## src/rtl/flseq_pkg.sv

```systemverilog
package flseq_pkg;
  typedef enum logic [1:0] {ST_IDLE, ST_WRITE, ST_POLL} st_t;
  typedef enum logic {OP_ERASE = 1'b0, OP_PROG = 1'b1} op_t;
  typedef enum logic [1:0] {K_UNL1, K_UNL2, K_CMD, K_TGT} kind_t;

  localparam logic [15:0] BANK_REG_ADDR = 16'hC000;
  localparam logic [15:0] UNL_ADDR1     = 16'h9555;
  localparam logic [15:0] UNL_ADDR2     = 16'hAAAA;
  localparam logic [7:0]  UNL_DATA1     = 8'hAA;
  localparam logic [7:0]  UNL_DATA2     = 8'h55;
  localparam logic [7:0]  CMD_PROG      = 8'hA0;
  localparam logic [7:0]  CMD_ERASE     = 8'h80;
  localparam logic [7:0]  CMD_SECTOR    = 8'h30;
  localparam logic [7:0]  BANK_ONE      = 8'h01;
  localparam logic [7:0]  BANK_ZERO     = 8'h00;

  localparam int PROG_WRITES  = 8;
  localparam int ERASE_WRITES = 12;
  localparam int IDX_W        = $clog2(ERASE_WRITES);
endpackage

```

## src/rtl/flseq_cmd_check.sv

```systemverilog
module flseq_cmd_check
  import flseq_pkg::*;
#(
  parameter int ADDR_W      = 16,
  parameter int DATA_W      = 8,
  parameter int NUM_BANKS   = 32,
  parameter int SECTOR_BITS = 12
) (
  input  op_t               op,
  input  logic [DATA_W-1:0] bank,
  input  logic [ADDR_W-1:0] addr,
  output logic              ok
);
  localparam logic [DATA_W:0]   BANK_LIM  = NUM_BANKS[DATA_W:0];
  localparam logic [ADDR_W-1:0] SECT_MASK = ADDR_W'((1 << SECTOR_BITS) - 1);

  logic bank_ok, win_ok, sect_ok;

  always_comb begin
    bank_ok = {1'b0, bank} < BANK_LIM;
    win_ok  = (addr >> (ADDR_W - 2)) == ADDR_W'(2);
    sect_ok = (addr & SECT_MASK) == '0;
    ok      = bank_ok && win_ok && (op == OP_PROG || sect_ok);
  end
endmodule

```

## src/rtl/flseq_step_gen.sv

```systemverilog
module flseq_step_gen
  import flseq_pkg::*;
#(
  parameter int ADDR_W = 16,
  parameter int DATA_W = 8
) (
  input  op_t               op,
  input  logic [IDX_W-1:0]  idx,
  input  logic [DATA_W-1:0] bank,
  input  logic [ADDR_W-1:0] addr,
  input  logic [DATA_W-1:0] data,
  output logic [ADDR_W-1:0] wr_addr,
  output logic [DATA_W-1:0] wr_data,
  output logic              last
);
  logic [IDX_W-2:0]  pair;
  kind_t             kind;
  logic [DATA_W-1:0] bnk, dd;
  logic [ADDR_W-1:0] da;

  always_comb begin
    pair = idx[IDX_W-1:1];
    if (op == OP_PROG) begin
      last = idx == IDX_W'(PROG_WRITES - 1);
      case (pair)
        0:       kind = K_UNL1;
        1:       kind = K_UNL2;
        2:       kind = K_CMD;
        default: kind = K_TGT;
      endcase
    end else begin
      last = idx == IDX_W'(ERASE_WRITES - 1);
      case (pair)
        0, 3:    kind = K_UNL1;
        1, 4:    kind = K_UNL2;
        2:       kind = K_CMD;
        default: kind = K_TGT;
      endcase
    end
    case (kind)
      K_UNL1: begin bnk = DATA_W'(BANK_ONE);  da = ADDR_W'(UNL_ADDR1); dd = DATA_W'(UNL_DATA1); end
      K_UNL2: begin bnk = DATA_W'(BANK_ZERO); da = ADDR_W'(UNL_ADDR2); dd = DATA_W'(UNL_DATA2); end
      K_CMD:  begin
        bnk = DATA_W'(BANK_ONE);
        da  = ADDR_W'(UNL_ADDR1);
        dd  = (op == OP_PROG) ? DATA_W'(CMD_PROG) : DATA_W'(CMD_ERASE);
      end
      default: begin
        bnk = bank;
        da  = addr;
        dd  = (op == OP_PROG) ? data : DATA_W'(CMD_SECTOR);
      end
    endcase
    wr_addr = idx[0] ? da : ADDR_W'(BANK_REG_ADDR);
    wr_data = idx[0] ? dd : bnk;
  end
endmodule

```

## src/rtl/flseq_poll.sv

```systemverilog
module flseq_poll #(
  parameter int LIMIT_W = 16
) (
  input  logic               clk,
  input  logic               rst_n,
  input  logic               clear,
  input  logic               sample,
  input  logic               match,
  input  logic [LIMIT_W-1:0] limit,
  output logic               hit2,
  output logic               expire
);
  logic               prev_ok;
  logic [LIMIT_W-1:0] cnt;

  always_ff @(posedge clk) begin
    if (!rst_n || clear) begin
      prev_ok <= 1'b0;
      cnt     <= '0;
    end else if (sample) begin
      prev_ok <= match;
      cnt     <= cnt + 1'b1;
    end
  end

  assign hit2   = sample && match && prev_ok;
  assign expire = sample && (({1'b0, cnt} + (LIMIT_W+1)'(1)) >= {1'b0, limit});
endmodule

```

## src/rtl/flash_seq.sv

```systemverilog
module flash_seq
  import flseq_pkg::*;
#(
  parameter int ADDR_W      = 16,
  parameter int DATA_W      = 8,
  parameter int NUM_BANKS   = 32,
  parameter int SECTOR_BITS = 12,
  parameter int LIMIT_W     = 16
) (
  input  logic               clk,
  input  logic               rst_n,
  input  logic               start,
  input  logic               op,
  input  logic [DATA_W-1:0]  bank,
  input  logic [ADDR_W-1:0]  addr,
  input  logic [DATA_W-1:0]  data,
  input  logic [LIMIT_W-1:0] poll_limit,
  output logic               busy,
  output logic               done,
  output logic               err,
  output logic [ADDR_W-1:0]  bus_addr,
  output logic [DATA_W-1:0]  bus_wdata,
  output logic               bus_rnw,
  output logic               bus_strobe,
  input  logic [DATA_W-1:0]  bus_rdata
);
  st_t                state;
  logic [IDX_W-1:0]   idx;
  op_t                q_op;
  logic [DATA_W-1:0]  q_bank, q_data;
  logic [ADDR_W-1:0]  q_addr;
  logic [LIMIT_W-1:0] q_limit;
  logic               cmd_ok, last, hit2, expire, match;
  logic [ADDR_W-1:0]  wr_addr;
  logic [DATA_W-1:0]  wr_data;

  flseq_cmd_check #(.ADDR_W(ADDR_W), .DATA_W(DATA_W), .NUM_BANKS(NUM_BANKS),
                    .SECTOR_BITS(SECTOR_BITS)) u_check (
    .op(op_t'(op)), .bank(bank), .addr(addr), .ok(cmd_ok));

  flseq_step_gen #(.ADDR_W(ADDR_W), .DATA_W(DATA_W)) u_steps (
    .op(q_op), .idx(idx), .bank(q_bank), .addr(q_addr), .data(q_data),
    .wr_addr(wr_addr), .wr_data(wr_data), .last(last));

  assign match = bus_rdata == ((q_op == OP_PROG) ? q_data : '1);

  flseq_poll #(.LIMIT_W(LIMIT_W)) u_poll (
    .clk(clk), .rst_n(rst_n), .clear(state == ST_IDLE), .sample(state == ST_POLL),
    .match(match), .limit(q_limit), .hit2(hit2), .expire(expire));

  always_ff @(posedge clk) begin
    if (!rst_n) begin
      state   <= ST_IDLE;
      idx     <= '0;
      q_op    <= OP_ERASE;
      q_bank  <= '0;
      q_addr  <= '0;
      q_data  <= '0;
      q_limit <= '0;
      done    <= 1'b0;
      err     <= 1'b0;
    end else begin
      done <= 1'b0;
      err  <= 1'b0;
      case (state)
        ST_IDLE: if (start) begin
          if (cmd_ok) begin
            q_op    <= op_t'(op);
            q_bank  <= bank;
            q_addr  <= addr;
            q_data  <= data;
            q_limit <= poll_limit;
            idx     <= '0;
            state   <= ST_WRITE;
          end else begin
            err <= 1'b1;
          end
        end
        ST_WRITE: begin
          if (last) state <= ST_POLL;
          else      idx   <= idx + 1'b1;
        end
        ST_POLL: begin
          if (hit2) begin
            done  <= 1'b1;
            state <= ST_IDLE;
          end else if (expire) begin
            err   <= 1'b1;
            state <= ST_IDLE;
          end
        end
        default: state <= ST_IDLE;
      endcase
    end
  end

  always_comb begin
    busy       = state != ST_IDLE;
    bus_strobe = state != ST_IDLE;
    bus_rnw    = state != ST_WRITE;
    bus_addr   = (state == ST_WRITE) ? wr_addr : (state == ST_POLL) ? q_addr : '0;
    bus_wdata  = (state == ST_WRITE) ? wr_data : '0;
  end
endmodule

```

## config.mk

```make
export PLATFORM = sky130hd
export DESIGN_NAME = flash_seq
export DESIGN_NICKNAME = d
export VERILOG_FILES = /design/src/rtl/flseq_pkg.sv /design/src/rtl/flseq_cmd_check.sv /design/src/rtl/flseq_step_gen.sv /design/src/rtl/flseq_poll.sv /design/src/rtl/flash_seq.sv
export SDC_FILE = /design/constraint.sdc
export NUM_CORES = 1
export LEC_CHECK = 0
export BUFFER_PORTS_ARGS = -buffer_cell sky130_fd_sc_hd__clkbuf_2
export CAP_MARGIN = 20
export CORE_UTILIZATION = 47
export CTS_CLUSTER_DIAMETER = 30
export CTS_CLUSTER_SIZE = 14
export DETAILED_ROUTE_END_ITERATION = 7
export PLACE_DENSITY = 0.75
export SLEW_MARGIN = 15
export SYNTH_ARGS = -nofsm -noshare
export SYNTH_HDL_FRONTEND = slang
export SYNTH_SLANG_ARGS = --single-unit
```

## constraint.sdc

```tcl
create_clock -name clk -period 3 [get_ports clk]
set_input_delay 0.45 -clock clk [delete_from_list [all_inputs] [get_ports clk]]
set_output_delay 0.45 -clock clk [all_outputs]
set_load 0.02 [all_outputs]
```

==> results_dict.tcl <==
set metrics [dict create \
    syn2layout_area_growth_pct 18.5 \
    start_util 0.483 \
    root_buffer "clkbuf_8" \
    drt_wl_total_um 9950 \
    htree_num_levels 3 \
    synth_area_leaders "dfxtp_1, nand2_1, a21boi_0" \
    die_area_um2 9290 \
    comb_power_share 0.050 \
    clockBufferDepth 2 \
    cts_num_sinks 74 \
    synth_edf_count 0 \
    crit_fanout 11 \
    grt_overflow_total 0 \
    pin_count 89 \
    antenna_found_initial 0 \
    crit_slowest_cell "dfxtp_1" \
    synth-async-reset-ratio 0 \
    required_ps 2550 \
    path_buf_inv 1 \
    dieWidth_um 96.4 \
    path_cells "nand2b_1, or2_2, a21o_1, and2_1, a21oi_2, o22ai_1, clkbuf_2" \
    tritoncts "built" \
    synth_cell_types 55 \
    maxSlewHeadroom 0.423 \
    synth_seq_cells 74 \
    finalCritPeriodShare 0.962 \
    hold_path_class "in -> reg" \
    die_h_um 96.4 \
    remaining_drc_errors 0 \
    hold-worst-slack_ps 318 \
    report.final.slew_viol_count 0 \
    synthFlopType "dfxtp_1" \
    criticalPathCategory "reg -> out" \
    drive_gt1_frac 0.198 \
    clkPwrFrac 0.438 \
    clk_pin_slew_ps 80 \
    numCtsBuffers 9 \
    startpoint_type "register" \
    yosysSeqAreaShare 0.354 \
    min_period_ps 2880 \
    place_hpwl_um 7410 \
    cts_setup_buffers 0 \
    syn_nets 634 \
    syn-cell-area_um2 4190 \
    maxCapViolCount 0 \
    final_common_cell "nand2_1" \
    tightest_slew_ps 866 \
    grt_pass1_vias 3644 \
    diodes 0 \
    yosys.area.top_type "dfxtp_1" \
    final.setup.tns_ps 0 \
    ant_nets 0 \
    port_buffers 88 \
    setup_viol 0 \
    grt_usage 0.223 \
    hold_viol 0 \
    gp_congestion 0.853 \
    fin_worst_skew_ps 11.0 \
    vias 4027 \
    syn_inst 556 \
    routedWlPerCell_um 13.3 \
    clk-insertion-delay-late_ps 350 \
    swShare 0.220 \
    critPathCaptureType "output port" \
    layout_common_cells "nand2_1, clkbuf_2, dfxtp_1" \
    p_switching_mw 0.425 \
    leakage_nw 1.97 \
    yosys.area.top_type_share 0.354 \
    slowest_delay_ps 550 \
    first_pass_iters 5 \
    syn_area_per_cell_um2 7.53 \
    cts_hold_buf 0 \
    rows 34 \
    critPathArrivalTime_ps 2430 \
    status "completed" \
    yosysWarnings 0 \
    fp.coreArea_um2 8680 \
    ir_worst_vdd_mv 0.191 \
    grt_pass1_wl_um 16000 \
    p_per_area_nw_per_um2 388 \
    fmax_ghz 0.347 \
    rsz0062_at_grt "no" \
    via_per_inst 5.38 \
    internal_power_mw 1.50 \
    pwr-share-seq 0.512 \
    nets 713 \
    drtIter0Drc 231 \
    cpLargestDelayFamily "compound AO/OA/AOI/OAI gates" \
    grt_max_degree 54 \
]
==> final timing paths <==
check        slack [ps]           from  cells after the start     endpoint
max                 120         idx[3]                      7  bus_addr[4]
min                 320        data[4]                      3    q_data[4]
min reg2reg         460      q_bank[2]                      2    q_bank[2]
max reg2reg         280  u_poll.cnt[1]                     11          err
==> timing repair <==
| item | CTS | global route |
|---|---|---|
| gates resized for setup | 0 | 3 |
| setup endpoints to repair | 0 | 2 |
| hold endpoints to repair | 0 | 0 |
==> routing by layer <==
metal  vias up  routed length [um]  part of all wire  track usage
li1       2056                   -                 -            -
met1      1826                4510              0.45        0.272
met2       131                4740              0.48        0.382
met3        14                 566             0.057       0.0493
met4         0                 133             0.013       0.0846
met5         -                   0                 0            0
==> registers in the layout, summed over array words and instances, names as in the netlist <==
| signal | flops |
|---|---|
| err | 1 |
| q_data | 8 |
| idx | 4 |
| u_poll.prev_ok | 1 |
| q_bank | 8 |
| q_addr | 16 |
| u_poll.cnt | 16 |
| q_limit | 16 |
| q_op | 1 |
| done | 1 |
| state | 2 |
==> cells in the mapped netlist, types with 14 or more instances <==
library cell	instances
nand2_1	125
dfxtp_1	74
a21boi_0	48
nor2_1	31
a21oi_1	27
clkbuf_1	25
inv_1	24
o21ai_0	20
nand3_1	19
ha_1	18
xnor2_1	15
nor2b_1	14
==> stage by stage <==
stage	utilization	setup WS [ps]	cell area [um^2]	std cells	power (mW)
CTS	0.571	140	4960	748	1.93
global route	0.572	5.58	4960	748	1.98
detailed placement	0.547	165	4750	732	1.11
finish	0.572	115	4960	748	1.93
global placement	0.547	179	4750	732	1.10
floorplan	-	194	4190	556	1.05
==> final cells by class <==
class	count	area, um^2
Inverter	26	97.6
Timing Repair Buffer	102	558
Tap cell	108	135
Fill cell	855	3720
Multi-Input combinational cell	422	2480
Clock buffer	11	131
Clock inverter	5	78.8
Sequential cell	74	1480
==> cells by family (layout without fill, tap and decap cells) <==
kind of cell               after synthesis  count (layout)  share of synthesized area
and+or+nand+nor                        245             245                      0.270
AOI/OAI and AO/OA                      140             140                      0.225
DFF                                     74              74                      0.354
buffers and inverters                   60             144                     0.0568
adders and majority gates               18              18                     0.0538
xor gates and xnor gates                18              18                     0.0376
muxes                                    1               1                    0.00269
==> worst reg2reg max path, stage by stage (launching register included) <==
cell and delay, ps:
dfxtp_1 420, ha_1 200, nand2_1 70, or3_1 340
or2_4 250, xnor2_1 130, ha_1 290, nand4_1 110
nor2_1 70, a2111oi_2 370, o21ai_1 140, a41o_1 250
==> power groups by stage <==
stage | sequential (mW) | clock [mW] | combinational (mW)
CTS | 0.987 | 0.852 | 0.0960
global placement | 1.01 | 0 | 0.0940
finish | 0.987 | 0.844 | 0.0963
global route | 0.987 | 0.890 | 0.107
floorplan | 1.01 | 0 | 0.0417
detailed placement | 1.01 | 0 | 0.0956
Note: power is estimated with default switching activity, not from simulation.
